===== config.mk =====
export PLATFORM = sky130hd
export DESIGN_NAME = nand_host_regs
export DESIGN_NICKNAME = d
export VERILOG_FILES = /design/src/rtl/nand_host_pkg.sv /design/src/rtl/nand_wbuf.sv /design/src/rtl/nand_strobe.sv /design/src/rtl/nand_regfile.sv /design/src/rtl/nand_host_regs.sv
export SDC_FILE = /design/constraint.sdc
export NUM_CORES = 1
export LEC_CHECK = 0
export ABC_CLOCK_PERIOD_IN_PS = 4000
export BUFFER_PORTS_ARGS = -buffer_cell sky130_fd_sc_hd__clkbuf_2
export CORE_MARGIN = 2
export CORE_UTILIZATION = 45
export DETAILED_ROUTE_END_ITERATION = 8
export SLEW_MARGIN = 20
export SYNTH_ARGS = -nofsm -noshare
export SYNTH_HDL_FRONTEND = slang
export SYNTH_SLANG_ARGS = --single-unit

===== constraint.sdc =====
create_clock -name clk -period 4 [get_ports clk]
set_input_delay 0.8 -clock clk [delete_from_list [all_inputs] [get_ports clk]]
set_output_delay 0.8 -clock clk [all_outputs]
set_load 0.01 [all_outputs]

===== src/rtl/nand_host_pkg.sv =====
package nand_host_pkg;
  // Entry kind encoding equals the low two bits of the queue register address.
  typedef enum logic [1:0] {
    K_CMD  = 2'd0,
    K_ADDR = 2'd1,
    K_DATA = 2'd2,
    K_READ = 2'd3
  } kind_e;

  typedef struct packed {
    kind_e      kind;
    logic [7:0] val;
  } wb_entry_t;

  typedef enum logic [1:0] {
    S_IDLE = 2'd0,
    S_LOW  = 2'd1,
    S_HIGH = 2'd2
  } strb_st_e;

  localparam logic [3:0] A_CTRL  = 4'h0;
  localparam logic [3:0] A_STAT  = 4'h1;
  localparam logic [3:0] A_IRQ   = 4'h2;
  localparam logic [3:0] A_MASK  = 4'h3;
  localparam logic [3:0] A_RDAT  = 4'h8;
  localparam logic [3:0] A_RST   = 4'h9;
  localparam logic [3:0] A_PAGE  = 4'hA;
  localparam logic [3:0] A_ECC   = 4'hB;

  localparam int NIRQ = 5;
endpackage


===== src/rtl/nand_wbuf.sv =====
module nand_wbuf #(
  parameter int DEPTH = 4,
  parameter int W     = 10
) (
  input  logic         clk,
  input  logic         rst_n,
  input  logic         push_i,
  input  logic [W-1:0] data_i,
  input  logic         pop_i,
  output logic [W-1:0] data_o,
  output logic         full_o,
  output logic         empty_o
);
  localparam int AW = (DEPTH > 1) ? $clog2(DEPTH) : 1;
  localparam int CW = $clog2(DEPTH + 1);

  logic [W-1:0]  mem [DEPTH];
  logic [AW-1:0] wp_q, wp_d, rp_q, rp_d;
  logic [CW-1:0] cnt_q, cnt_d;

  function automatic logic [AW-1:0] wrap_inc(input logic [AW-1:0] p);
    return (p == AW'(DEPTH - 1)) ? '0 : p + 1'b1;
  endfunction

  always_comb begin
    wp_d  = wp_q;
    rp_d  = rp_q;
    cnt_d = cnt_q;
    if (push_i) wp_d = wrap_inc(wp_q);
    if (pop_i)  rp_d = wrap_inc(rp_q);
    case ({push_i, pop_i})
      2'b10:   cnt_d = cnt_q + 1'b1;
      2'b01:   cnt_d = cnt_q - 1'b1;
      default: cnt_d = cnt_q;
    endcase
  end

  always_ff @(posedge clk or negedge rst_n) begin
    if (!rst_n) begin
      wp_q  <= '0;
      rp_q  <= '0;
      cnt_q <= '0;
    end else begin
      wp_q  <= wp_d;
      rp_q  <= rp_d;
      cnt_q <= cnt_d;
    end
  end

  always_ff @(posedge clk) begin
    if (push_i) mem[wp_q] <= data_i;
  end

  assign data_o  = mem[rp_q];
  assign full_o  = (cnt_q == CW'(DEPTH));
  assign empty_o = (cnt_q == '0);


  wbuf_bound_chk: assert property (@(posedge clk) disable iff (!rst_n)
    cnt_q <= CW'(DEPTH));

  wbuf_no_push_full_chk: assert property (@(posedge clk) disable iff (!rst_n)
    !(push_i && full_o && !pop_i));

  wbuf_no_pop_empty_chk: assert property (@(posedge clk) disable iff (!rst_n)
    !(pop_i && empty_o));
endmodule


===== src/rtl/nand_strobe.sv =====
module nand_strobe
  import nand_host_pkg::*;
#(
  parameter int DLY_W = 4
) (
  input  logic             clk,
  input  logic             rst_n,
  input  logic [DLY_W-1:0] rd_w_i,
  input  logic [DLY_W-1:0] wr_w_i,
  input  logic             rdy_i,
  input  logic             hold_i,
  input  logic             fifo_empty_i,
  input  wb_entry_t        entry_i,
  input  logic             auto_rd_i,
  input  logic [7:0]       din_i,
  output logic             pop_o,
  output logic             cle_o,
  output logic             ale_o,
  output logic             we_n_o,
  output logic             re_n_o,
  output logic [7:0]       dout_o,
  output logic             dout_en_o,
  output logic             done_o,
  output kind_e            done_kind_o,
  output logic [7:0]       done_val_o,
  output logic             done_auto_o
);
  strb_st_e         st_q, st_d;
  kind_e            kind_q, kind_d;
  logic [7:0]       val_q, val_d;
  logic             auto_q, auto_d;
  logic [DLY_W-1:0] cnt_q, cnt_d;
  logic             start;
  logic [DLY_W-1:0] width;

  assign start = (st_q == S_IDLE) && !hold_i && rdy_i && (!fifo_empty_i || auto_rd_i);
  assign pop_o = start && !fifo_empty_i;

  always_comb begin
    st_d   = st_q;
    kind_d = kind_q;
    val_d  = val_q;
    auto_d = auto_q;
    cnt_d  = cnt_q;
    width  = '0;
    case (st_q)
      S_IDLE: begin
        if (start) begin
          st_d = S_LOW;
          if (!fifo_empty_i) begin
            kind_d = entry_i.kind;
            val_d  = entry_i.val;
            auto_d = 1'b0;
          end else begin
            kind_d = K_READ;
            val_d  = '0;
            auto_d = 1'b1;
          end
          width = (kind_d == K_READ) ? rd_w_i : wr_w_i;
          cnt_d = (width == '0) ? '0 : width - 1'b1;
        end
      end
      S_LOW: begin
        if (cnt_q == '0) begin
          st_d = S_HIGH;
          if (kind_q == K_READ) val_d = din_i;
        end else begin
          cnt_d = cnt_q - 1'b1;
        end
      end
      S_HIGH:  st_d = S_IDLE;
      default: st_d = S_IDLE;
    endcase
  end

  always_ff @(posedge clk or negedge rst_n) begin
    if (!rst_n) begin
      st_q   <= S_IDLE;
      kind_q <= K_CMD;
      val_q  <= '0;
      auto_q <= 1'b0;
      cnt_q  <= '0;
    end else begin
      st_q   <= st_d;
      kind_q <= kind_d;
      val_q  <= val_d;
      auto_q <= auto_d;
      cnt_q  <= cnt_d;
    end
  end

  assign we_n_o      = !((st_q == S_LOW) && (kind_q != K_READ));
  assign re_n_o      = !((st_q == S_LOW) && (kind_q == K_READ));
  assign cle_o       = (st_q != S_IDLE) && (kind_q == K_CMD);
  assign ale_o       = (st_q != S_IDLE) && (kind_q == K_ADDR);
  assign dout_en_o   = (st_q != S_IDLE) && (kind_q != K_READ);
  assign dout_o      = val_q;
  assign done_o      = (st_q == S_HIGH);
  assign done_kind_o = kind_q;
  assign done_val_o  = val_q;
  assign done_auto_o = auto_q;

  logic any_low;
  assign any_low = !we_n_o || !re_n_o;


  strobe_excl_chk: assert property (@(posedge clk) disable iff (!rst_n)
    !(!we_n_o && !re_n_o));

  latch_excl_chk: assert property (@(posedge clk) disable iff (!rst_n)
    !(cle_o && ale_o));

  start_ready_chk: assert property (@(posedge clk) disable iff (!rst_n)
    $rose(any_low) |-> $past(rdy_i));

  start_hold_chk: assert property (@(posedge clk) disable iff (!rst_n)
    $rose(any_low) |-> !$past(hold_i));

  gap_high_chk: assert property (@(posedge clk) disable iff (!rst_n)
    $fell(any_low) |=> !any_low);
endmodule


===== src/rtl/nand_regfile.sv =====
module nand_regfile
  import nand_host_pkg::*;
#(
  parameter int DLY_W      = 4,
  parameter int PAGE_BYTES = 8,
  parameter int RST_CYC    = 3
) (
  input  logic             clk,
  input  logic             rst_n,
  input  logic             bus_sel,
  input  logic             bus_wr,
  input  logic [3:0]       bus_addr,
  input  logic [7:0]       bus_wdata,
  output logic [7:0]       bus_rdata,
  input  logic             fifo_full_i,
  input  logic             fifo_empty_i,
  input  logic             rdy_i,
  input  logic             done_i,
  input  kind_e            done_kind_i,
  input  logic [7:0]       done_val_i,
  input  logic             done_auto_i,
  output logic             push_o,
  output wb_entry_t        push_entry_o,
  output logic [DLY_W-1:0] rd_w_o,
  output logic [DLY_W-1:0] wr_w_o,
  output logic             auto_rd_o,
  output logic             hold_o,
  output logic             irq_o
);
  localparam int PCW = $clog2(PAGE_BYTES + 1);
  localparam int RCW = $clog2(RST_CYC + 1);
  localparam int CTW = 2 * DLY_W;

  logic [CTW-1:0]  ctrl_q, ctrl_d;
  logic [NIRQ-1:0] irqs_q, irqs_d, set_ev, clr;
  logic [NIRQ-1:0] mask_q, mask_d;
  logic [7:0]      rdat_q, rdat_d, ecc_q, ecc_d;
  logic [RCW-1:0]  rcnt_q, rcnt_d;
  logic            pg_rd_q, pg_rd_d, pg_wr_q, pg_wr_d;
  logic [PCW-1:0]  pcnt_q, pcnt_d;
  logic            rdy_q, empty_q;

  logic wr_en, q_wr, rst_busy, pb_ev, pg_last, pg_wr_fin;

  assign wr_en    = bus_sel && bus_wr;
  assign q_wr     = wr_en && (bus_addr[3:2] == 2'b01);
  assign push_o   = q_wr && !fifo_full_i;
  assign push_entry_o.kind = kind_e'(bus_addr[1:0]);
  assign push_entry_o.val  = bus_wdata;
  assign rst_busy = (rcnt_q != '0);
  assign pb_ev    = done_i && ((pg_wr_q && (done_kind_i == K_DATA)) ||
                               (pg_rd_q && done_auto_i));
  assign pg_last  = (pcnt_q == PCW'(PAGE_BYTES - 1));
  assign pg_wr_fin = pb_ev && pg_wr_q && pg_last && !rst_busy;

  always_comb begin
    set_ev[0] = rdy_i && !rdy_q;
    set_ev[1] = q_wr && fifo_full_i;
    set_ev[2] = fifo_empty_i && !empty_q;
    set_ev[3] = done_i && (done_kind_i == K_READ) && !done_auto_i;
    set_ev[4] = pg_wr_fin;
    clr       = (wr_en && bus_addr == A_IRQ) ? bus_wdata[NIRQ-1:0] : '0;
    irqs_d    = (irqs_q & ~clr) | set_ev;
  end

  always_comb begin
    ctrl_d  = ctrl_q;
    mask_d  = mask_q;
    rdat_d  = rdat_q;
    rcnt_d  = rcnt_q;
    pg_rd_d = pg_rd_q;
    pg_wr_d = pg_wr_q;
    pcnt_d  = pcnt_q;
    ecc_d   = ecc_q;
    if (wr_en && bus_addr == A_CTRL) ctrl_d = bus_wdata[CTW-1:0];
    if (wr_en && bus_addr == A_MASK) mask_d = bus_wdata[NIRQ-1:0];
    if (set_ev[3]) rdat_d = done_val_i;
    if (wr_en && bus_addr == A_RST && bus_wdata[0]) rcnt_d = RCW'(RST_CYC);
    else if (rst_busy) rcnt_d = rcnt_q - 1'b1;
    if (rst_busy) begin
      pcnt_d = '0;
      ecc_d  = '0;
    end else if (pb_ev) begin
      ecc_d = ecc_q ^ done_val_i;
      if (pg_last) begin
        pcnt_d  = '0;
        pg_rd_d = 1'b0;
        pg_wr_d = 1'b0;
      end else begin
        pcnt_d = pcnt_q + 1'b1;
      end
    end
    if (wr_en && bus_addr == A_PAGE && !pg_rd_q && !pg_wr_q) begin
      if (bus_wdata[0]) begin
        pg_rd_d = 1'b1;
        pcnt_d  = '0;
      end else if (bus_wdata[1]) begin
        pg_wr_d = 1'b1;
        pcnt_d  = '0;
      end
    end
  end

  always_ff @(posedge clk or negedge rst_n) begin
    if (!rst_n) begin
      ctrl_q  <= {{(DLY_W-1){1'b0}}, 1'b1, {(DLY_W-1){1'b0}}, 1'b1};
      irqs_q  <= '0;
      mask_q  <= '0;
      rdat_q  <= '0;
      rcnt_q  <= '0;
      pg_rd_q <= 1'b0;
      pg_wr_q <= 1'b0;
      pcnt_q  <= '0;
      ecc_q   <= '0;
      rdy_q   <= 1'b1;
      empty_q <= 1'b1;
    end else begin
      ctrl_q  <= ctrl_d;
      irqs_q  <= irqs_d;
      mask_q  <= mask_d;
      rdat_q  <= rdat_d;
      rcnt_q  <= rcnt_d;
      pg_rd_q <= pg_rd_d;
      pg_wr_q <= pg_wr_d;
      pcnt_q  <= pcnt_d;
      ecc_q   <= ecc_d;
      rdy_q   <= rdy_i;
      empty_q <= fifo_empty_i;
    end
  end

  assign rd_w_o    = ctrl_q[DLY_W-1:0];
  assign wr_w_o    = ctrl_q[CTW-1:DLY_W];
  assign auto_rd_o = pg_rd_q;
  assign hold_o    = rst_busy;
  assign irq_o     = |(irqs_q & mask_q);

  always_comb begin
    case (bus_addr)
      A_CTRL:  bus_rdata = 8'(ctrl_q);
      A_STAT:  bus_rdata = {3'b000, fifo_empty_i, pg_rd_q, pg_wr_q, fifo_full_i, rdy_i};
      A_IRQ:   bus_rdata = 8'(irqs_q);
      A_MASK:  bus_rdata = 8'(mask_q);
      A_RDAT:  bus_rdata = rdat_q;
      A_RST:   bus_rdata = {7'b0, rst_busy};
      A_PAGE:  bus_rdata = {6'b0, pg_wr_q, pg_rd_q};
      A_ECC:   bus_rdata = ecc_q;
      default: bus_rdata = '0;
    endcase
  end


  page_excl_chk: assert property (@(posedge clk) disable iff (!rst_n)
    !(pg_rd_q && pg_wr_q));

  rd_rdy_src_chk: assert property (@(posedge clk) disable iff (!rst_n)
    $rose(irqs_q[3]) |-> $past(done_i && done_kind_i == K_READ && !done_auto_i));

  w1c_chk: assert property (@(posedge clk) disable iff (!rst_n)
    (wr_en && bus_addr == A_IRQ && bus_wdata[3] && !set_ev[3]) |=> !irqs_q[3]);

  rst_hold_chk: assert property (@(posedge clk) disable iff (!rst_n)
    $past(rst_busy) |-> (ecc_q == '0));
endmodule


===== src/rtl/nand_host_regs.sv =====
module nand_host_regs
  import nand_host_pkg::*;
#(
  parameter int DEPTH      = 4,
  parameter int DLY_W      = 4,
  parameter int PAGE_BYTES = 8,
  parameter int RST_CYC    = 3
) (
  input  logic       clk,
  input  logic       rst_n,
  input  logic       bus_sel,
  input  logic       bus_wr,
  input  logic [3:0] bus_addr,
  input  logic [7:0] bus_wdata,
  output logic [7:0] bus_rdata,
  output logic       irq,
  output logic       nand_cle,
  output logic       nand_ale,
  output logic       nand_we_n,
  output logic       nand_re_n,
  output logic [7:0] nand_dout,
  output logic       nand_dout_en,
  input  logic [7:0] nand_din,
  input  logic       nand_rdy
);
  localparam int EW = $bits(wb_entry_t);

  logic             rdy_m, rdy_s;
  logic             push, pop, full, empty, auto_rd, hold;
  wb_entry_t        push_entry, head;
  logic [EW-1:0]    head_bits;
  logic [DLY_W-1:0] rd_w, wr_w;
  logic             done, done_auto;
  kind_e            done_kind;
  logic [7:0]       done_val;

  always_ff @(posedge clk or negedge rst_n) begin
    if (!rst_n) begin
      rdy_m <= 1'b1;
      rdy_s <= 1'b1;
    end else begin
      rdy_m <= nand_rdy;
      rdy_s <= rdy_m;
    end
  end

  nand_wbuf #(.DEPTH(DEPTH), .W(EW)) u_wbuf (
    .clk(clk), .rst_n(rst_n),
    .push_i(push), .data_i(push_entry),
    .pop_i(pop), .data_o(head_bits),
    .full_o(full), .empty_o(empty)
  );
  assign head = wb_entry_t'(head_bits);

  nand_strobe #(.DLY_W(DLY_W)) u_strobe (
    .clk(clk), .rst_n(rst_n),
    .rd_w_i(rd_w), .wr_w_i(wr_w),
    .rdy_i(rdy_s), .hold_i(hold),
    .fifo_empty_i(empty), .entry_i(head), .auto_rd_i(auto_rd),
    .din_i(nand_din), .pop_o(pop),
    .cle_o(nand_cle), .ale_o(nand_ale),
    .we_n_o(nand_we_n), .re_n_o(nand_re_n),
    .dout_o(nand_dout), .dout_en_o(nand_dout_en),
    .done_o(done), .done_kind_o(done_kind),
    .done_val_o(done_val), .done_auto_o(done_auto)
  );

  nand_regfile #(.DLY_W(DLY_W), .PAGE_BYTES(PAGE_BYTES), .RST_CYC(RST_CYC)) u_regs (
    .clk(clk), .rst_n(rst_n),
    .bus_sel(bus_sel), .bus_wr(bus_wr), .bus_addr(bus_addr),
    .bus_wdata(bus_wdata), .bus_rdata(bus_rdata),
    .fifo_full_i(full), .fifo_empty_i(empty), .rdy_i(rdy_s),
    .done_i(done), .done_kind_i(done_kind),
    .done_val_i(done_val), .done_auto_i(done_auto),
    .push_o(push), .push_entry_o(push_entry),
    .rd_w_o(rd_w), .wr_w_o(wr_w),
    .auto_rd_o(auto_rd), .hold_o(hold), .irq_o(irq)
  );
endmodule


### Word level (Yosys, flattened, before mapping)

Memories as Yosys holds them, arrays and structs flattened.
Cells that the tools add are included.

| storage, ports and cells | value |
|---|---|
| flip-flop bits (word level) | 70 |
| RAM bits | 40 |
| input port bits | 25 |
| logic and storage cells | 165 |
| memories | 1 |

| operators by class | value |
|---|---|
| add/subtract/negate cells | 8 |
| eq/ne operators | 25 |
| muxes and demuxes | 45 |
| bitwise logic cells | 5 |
| reductions and logical operators | 60 |

Memories:

| name | words | width | rd ports | clocked after Yosys merged registers in | wr ports | RTL line | source |
|---|---|---|---|---|---|---|---|
| u_wbuf.mem | 4 | 10 | 1 | 0 | 1 | nand_wbuf.sv:17 | `logic [W-1:0] mem [DEPTH];` |

Operator list:

| cell | number |
|---|---|
| $pmux W8 S8 | 1 |
| $mux W8 | 6 |
| $mux W4 | 10 |
| $logic_and A1 B1 Y1 | 31 |
| $mux W2 | 9 |
| $eq A4 B4 Y1 const B | 4 |
| $pmux W8 S2 | 1 |
| $eq A2 B2 Y1 const B | 7 |
| $mux W1 | 14 |
| $logic_not A4 Y1 | 3 |
| $reduce_bool A2 Y1 | 6 |
| $and A5 B5 Y5 | 2 |
| $logic_not A1 Y1 | 10 |
| $eq A2 B1 Y1 const B | 4 |
| $eq A4 B2 Y1 const B | 2 |
| $pmux W4 S2 | 1 |
| $sub A4 B1 Y4 const B | 2 |
| $xor A8 B8 Y8 | 1 |
| $ne A2 B2 Y1 const B | 3 |
| $pmux W3 S2 | 1 |
| $mux W5 | 1 |
| $not A5 Y5 | 1 |
| $or A5 B5 Y5 | 1 |
| $reduce_or A5 Y1 | 1 |
| 16 further kinds | 21 |

### Depth between registers and ports, before layout

| logic depth | value |
|---|---|
| word-level depth | 13 |
| gate-level depth with buffers | 11 |
| gate-level depth less buffers | 10 |

### Hierarchy

From an unflattened synthesis, not the netlist that was laid out.

| second synthesis, totals | value |
|---|---|
| cell total of the unflattened synthesis | 426 |
| area, all modules | 5415.2 um^2 |

By module, submodules not included:

| module | instances | cells an instance | area an instance (um^2) |
|---|---|---|---|
| nand_regfile | 1 | 207 | 2371.0 |
| nand_wbuf | 1 | 90 | 1865.5 |
| nand_strobe | 1 | 127 | 1126.1 |
| nand_host_regs | 1 | 2 | 52.6 |

### Worst setup path before layout

Ideal clock, no wire load.

| timing | value |
|---|---|
| kind | input-to-output |
| start point | input port bus_addr[0] |
| end point | output port bus_rdata[4] |
| arrival time | 2.061 ns |
| required time | 3.200 ns |
| path slack | 1.139 ns |
| stages on the path | 5 |
| path through | clkbuf_1 > clkbuf_1 > mux4_2 > a222oi_1 > inv_1 |

| on the way | value |
|---|---|
| longest elaborated chain between the ends | 2 |

Ends and longest elaborated chain:

| what | RTL line | source |
|---|---|---|
| start, declared | nand_host_regs.sv:13 | `input logic [3:0] bus_addr,` |
| $eq A4 B4 Y1, or another cell as far along | nand_regfile.sv:139 | `case (bus_addr)` |
| $pmux W8 S8 (*) | nand_regfile.sv:139 |  |
| end, declared | nand_host_regs.sv:15 | `output logic [7:0] bus_rdata,` |

Mark *: on every way between the ends. The rest lies on a longest branch, timed or not.

### Worst setup path in the final report

| timing | value |
|---|---|
| start point | register u_regs.rcnt_q[0] |
| end point | output port bus_rdata[0] |

| on the way | value |
|---|---|
| longest elaborated chain between the ends | 2 |

Ends and longest elaborated chain:

| what | RTL line | source |
|---|---|---|
| start, declared | nand_regfile.sv:38 | `logic [RCW-1:0] rcnt_q, rcnt_d;` |
| start signal, assigned | nand_regfile.sv:122 | `rcnt_q <= rcnt_d;` |
| $reduce_bool A2 Y1 | nand_regfile.sv:50 | `assign rst_busy = (rcnt_q != '0);` |
| $pmux W8 S8 | nand_regfile.sv:139 |  |

Every way passes these cells.

==> flow_metrics.env <==
export IMPL_tns_ns=0
export IMPL_wl_met2_microns=5500
export IMPL_postCtsHoldBufs=0
export IMPL_crit_type="flip-flop to output pin"
export IMPL_placed_area_sq_mm=0.00555
export IMPL_grt_ovfl_total=0
export IMPL_synth_xor_area_share_pct=1.52
export IMPL_final_area_sq_mm=0.00586
export IMPL_grt_pass1_wl_microns=18600
export IMPL_die_w_microns=111
export IMPL_synth_flop_cell="dfrtp_1"
export IMPL_initial_core_util_pct=45.7
export IMPL_fillers=1020
export IMPL_wirelength_microns=11600
export IMPL_pin_count=47
export IMPL_layout_setup_ws_ns=0.875
export IMPL_clock_path_buffers=2
export IMPL_io_buffers=46
export IMPL_arrival_ns=2.33
export IMPL_synthAdderAreaFrac_pct=2.56
export IMPL_synthesis_nets=447
export IMPL_wl_met1_microns=5280
export IMPL_synth_area_sq_mm=0.00518
export IMPL_root_buffer="clkbuf_16"
export IMPL_drv_cap=0
export IMPL_vias=3426
export IMPL_final_common_cell="dfrtp_1"
export IMPL_yosysUniqueCellTypes=56
export IMPL_run_status="finished clean"
export IMPL_ys_ff_latch=110
export IMPL_rsz0062_at_grt="no"
export IMPL_final_cells=607
export IMPL_yosysTopAreaCell="dfrtp_1"
export IMPL_period_share_pct=78.1
export IMPL_ff2ff_path_depth=10
export IMPL_grt_max_degree=71
export IMPL_clock_skew_ns=0.00974
export IMPL_dr_pass1_iters=4
export IMPL_leakagePower_nw=2.42
export IMPL_synthCells=412
export IMPL_top_layer="met4"
export IMPL_wl_per_cell_microns=19.1
export IMPL_cts_max_level=3
export IMPL_vias_per_cell=5.64
export IMPL_hold_class="flip-flop to flip-flop"
export IMPL_drv_slew=0
export IMPL_clkSinkCount=110
export IMPL_gp_congestion=0.854
export IMPL_cp_end_kind="output pin"
export IMPL_fmax_ghz=0.320
export IMPL_cts_tree="yes"
export IMPL_required_ns=3.20
export IMPL_synth_edf_count=40
export IMPL_diodes=0
export IMPL_synthSimpleGateAreaFrac_pct=11.2
export IMPL_holdPathStages=0
export IMPL_crit_fanout=9
export IMPL_yosysTopAreaCellShare_pct=30.9
export IMPL_drc=0
export IMPL_die_h_microns=111
export IMPL_dp_hpwl_microns=8380
export IMPL_core_sq_mm=0.0113
export IMPL_drtIter0Drc=194
export IMPL_min_from="rdy_m"
export IMPL_numPlacedInstances=591
export IMPL_hold_violations=0
export IMPL_nNetsFinal=494
export IMPL_clk_latency_ns=0.35
export IMPL_synth_compound_area_share_pct=10.3
export IMPL_r2r_setup_slack_ns=1.52
export IMPL_grt_pass1_vias=3407
export IMPL_wl_met3_microns=597
export IMPL_start_kind="flip-flop"
export IMPL_ir_drop_v=0.000364
export IMPL_p_per_area_mw_per_mm2=623
export IMPL_layout_common_cells="64 x dfrtp_1, 45 x clkbuf_2, 40 x edfxtp_1"
export IMPL_antenna_left=0
export IMPL_path_clk_slew_ns=0.07
export IMPL_hold_end="rdy_s"
export IMPL_cts_repair_resized=0
export IMPL_num_rows=39
export IMPL_cts_made_buffers=9
export IMPL_slew_headroom_pct=35.7
export IMPL_fin_crit_ns=3.13
export IMPL_synth_top_family_by_area="multiplexers"
export IMPL_syn_to_final_growth_pct=13.1
export IMPL_postSynthAreaPerCell_sq_um=12.6
export IMPL_r2r_start="u_regs.rcnt_q[0]"
export IMPL_yosysSeqAreaShare_pct=57.2
export IMPL_synthMuxAreaShare_pct=13.9
export IMPL_dp_slack_ns=1.07
export IMPL_worst_pin_slew_ns=0.959
export IMPL_antenna_found_initial=0
export IMPL_die_area_sq_mm=0.0124
export IMPL_cts_setup_buffers=0
export IMPL_setup_viol=0
export IMPL_postSynth_asyncResetShare_pct=63.6
export IMPL_synth_area_leaders="dfrtp_1 31%, edfxtp_1 23%, mux4_2 6.1%, mux2_2 5.4%, dfstp_2 3.0%"
export IMPL_whs_ns=0.362
export IMPL_regToRegEndpoint="u_wbuf.cnt_q[2]"
export IMPL_grt_usage_pct=19.6
export IMPL_yosys_warnings=0
export IMPL_layout_drive_gt1_share_pct=25.9
-- power breakdown --
group          switching (mW)  total, mW  internal (mW)
clock network           0.419      0.919          0.499
registers               0.257       1.64           1.38
logic                   0.580       1.09          0.508
-- cells by family (layout without fill, tap and decap cells) --
| family | count (synthesis) | in the layout |
|---|---|---|
| flops | 110 | 110 |
| compound gates | 81 | 81 |
| buf+inv | 41 | 93 |
| fa+ha+maj | 10 | 10 |
| mux | 51 | 51 |
| xor+xnor | 9 | 9 |
| simple gates | 110 | 110 |
-- synth_stat cells, types with 3 or more instances --
master,number
dfrtp_1,64
edfxtp_1,40
inv_1,27
nand2_1,27
nor2_1,26
mux2_2,25
o21ai_0,25
a21oi_1,16
mux4_2,14
mux2i_1,11
a22oi_1,10
clkbuf_1,9
ha_1,9
nand3_1,8
nor3_1,7
and2_1,6
dfstp_2,6
or3_1,6
a211oi_1,5
a222oi_1,5
xor2_1,5
xnor2_1,4
a22o_1,3
and3_1,3
buf_2,3
nand3b_1,3
nor2b_1,3
o211ai_1,3
-- critical path, stage by stage, from the launching register on --
cell and delay (ns):
dfrtp_1 0.39, inv_1 0.06, ha_1 0.29, clkinv_1 0.32, mux4_2 0.54, o21ai_0 0.14
o21ai_0 0.10, clkbuf_2 0.14
-- routing by layer --
metal  track usage (%)  vias up
li1                  -     1619
met1              27.4     1702
met2              31.0       89
met3              4.16       16
met4              5.93        0
met5                 0        -
-- cell type report --
cell class / instances / area, sq um / area share, %
clock buffers: 10 / 229 / 3.91
clock inverters: 6 / 78.8 / 1.35
inverters: 28 / 105 / 1.79
multi-input cells: 261 / 2050 / 35.0
flip-flops and latches: 110 / 2960 / 50.6
well taps: 143 / 179 / 3.06
repair buffers: 49 / 253 / 4.32
-- per-stage QoR --
stage          total power [mW]  util (%)
3_5_place_dp               2.76      49.0
5_1_grt                    3.89      51.7
6_report                   3.65      51.7
3_3_place_gp               2.74      49.0
2_1_floorplan              2.38         -
4_1_cts                    3.68      51.7
-- state kept, by name, summed over array words and instances (netlist names), 3 cells and up --
register / count
u_wbuf.mem: 40
u_regs.ctrl_q: 8
u_regs.ecc_q: 8
u_regs.rdat_q: 8
u_strobe.done_val_o: 8
u_regs.irqs_q: 5
u_regs.mask_q: 5
u_regs.pcnt_q: 4
u_strobe.cnt_q: 4
u_wbuf.cnt_q: 3
-- worst max path at each step --
stage	end	slack (ns)	from
floorplan	bus_rdata[4]	1.14	bus_addr[0]
finish	bus_rdata[0]	0.87	u_regs.rcnt_q[0]
global placement	bus_rdata[7]	1.11	bus_addr[0]
global route	bus_rdata[0]	0.71	u_regs.rcnt_q[0]
CTS	bus_rdata[0]	0.84	u_regs.rcnt_q[0]
detailed placement	bus_rdata[7]	1.07	bus_addr[0]
(Power assumes the default switching activity.)
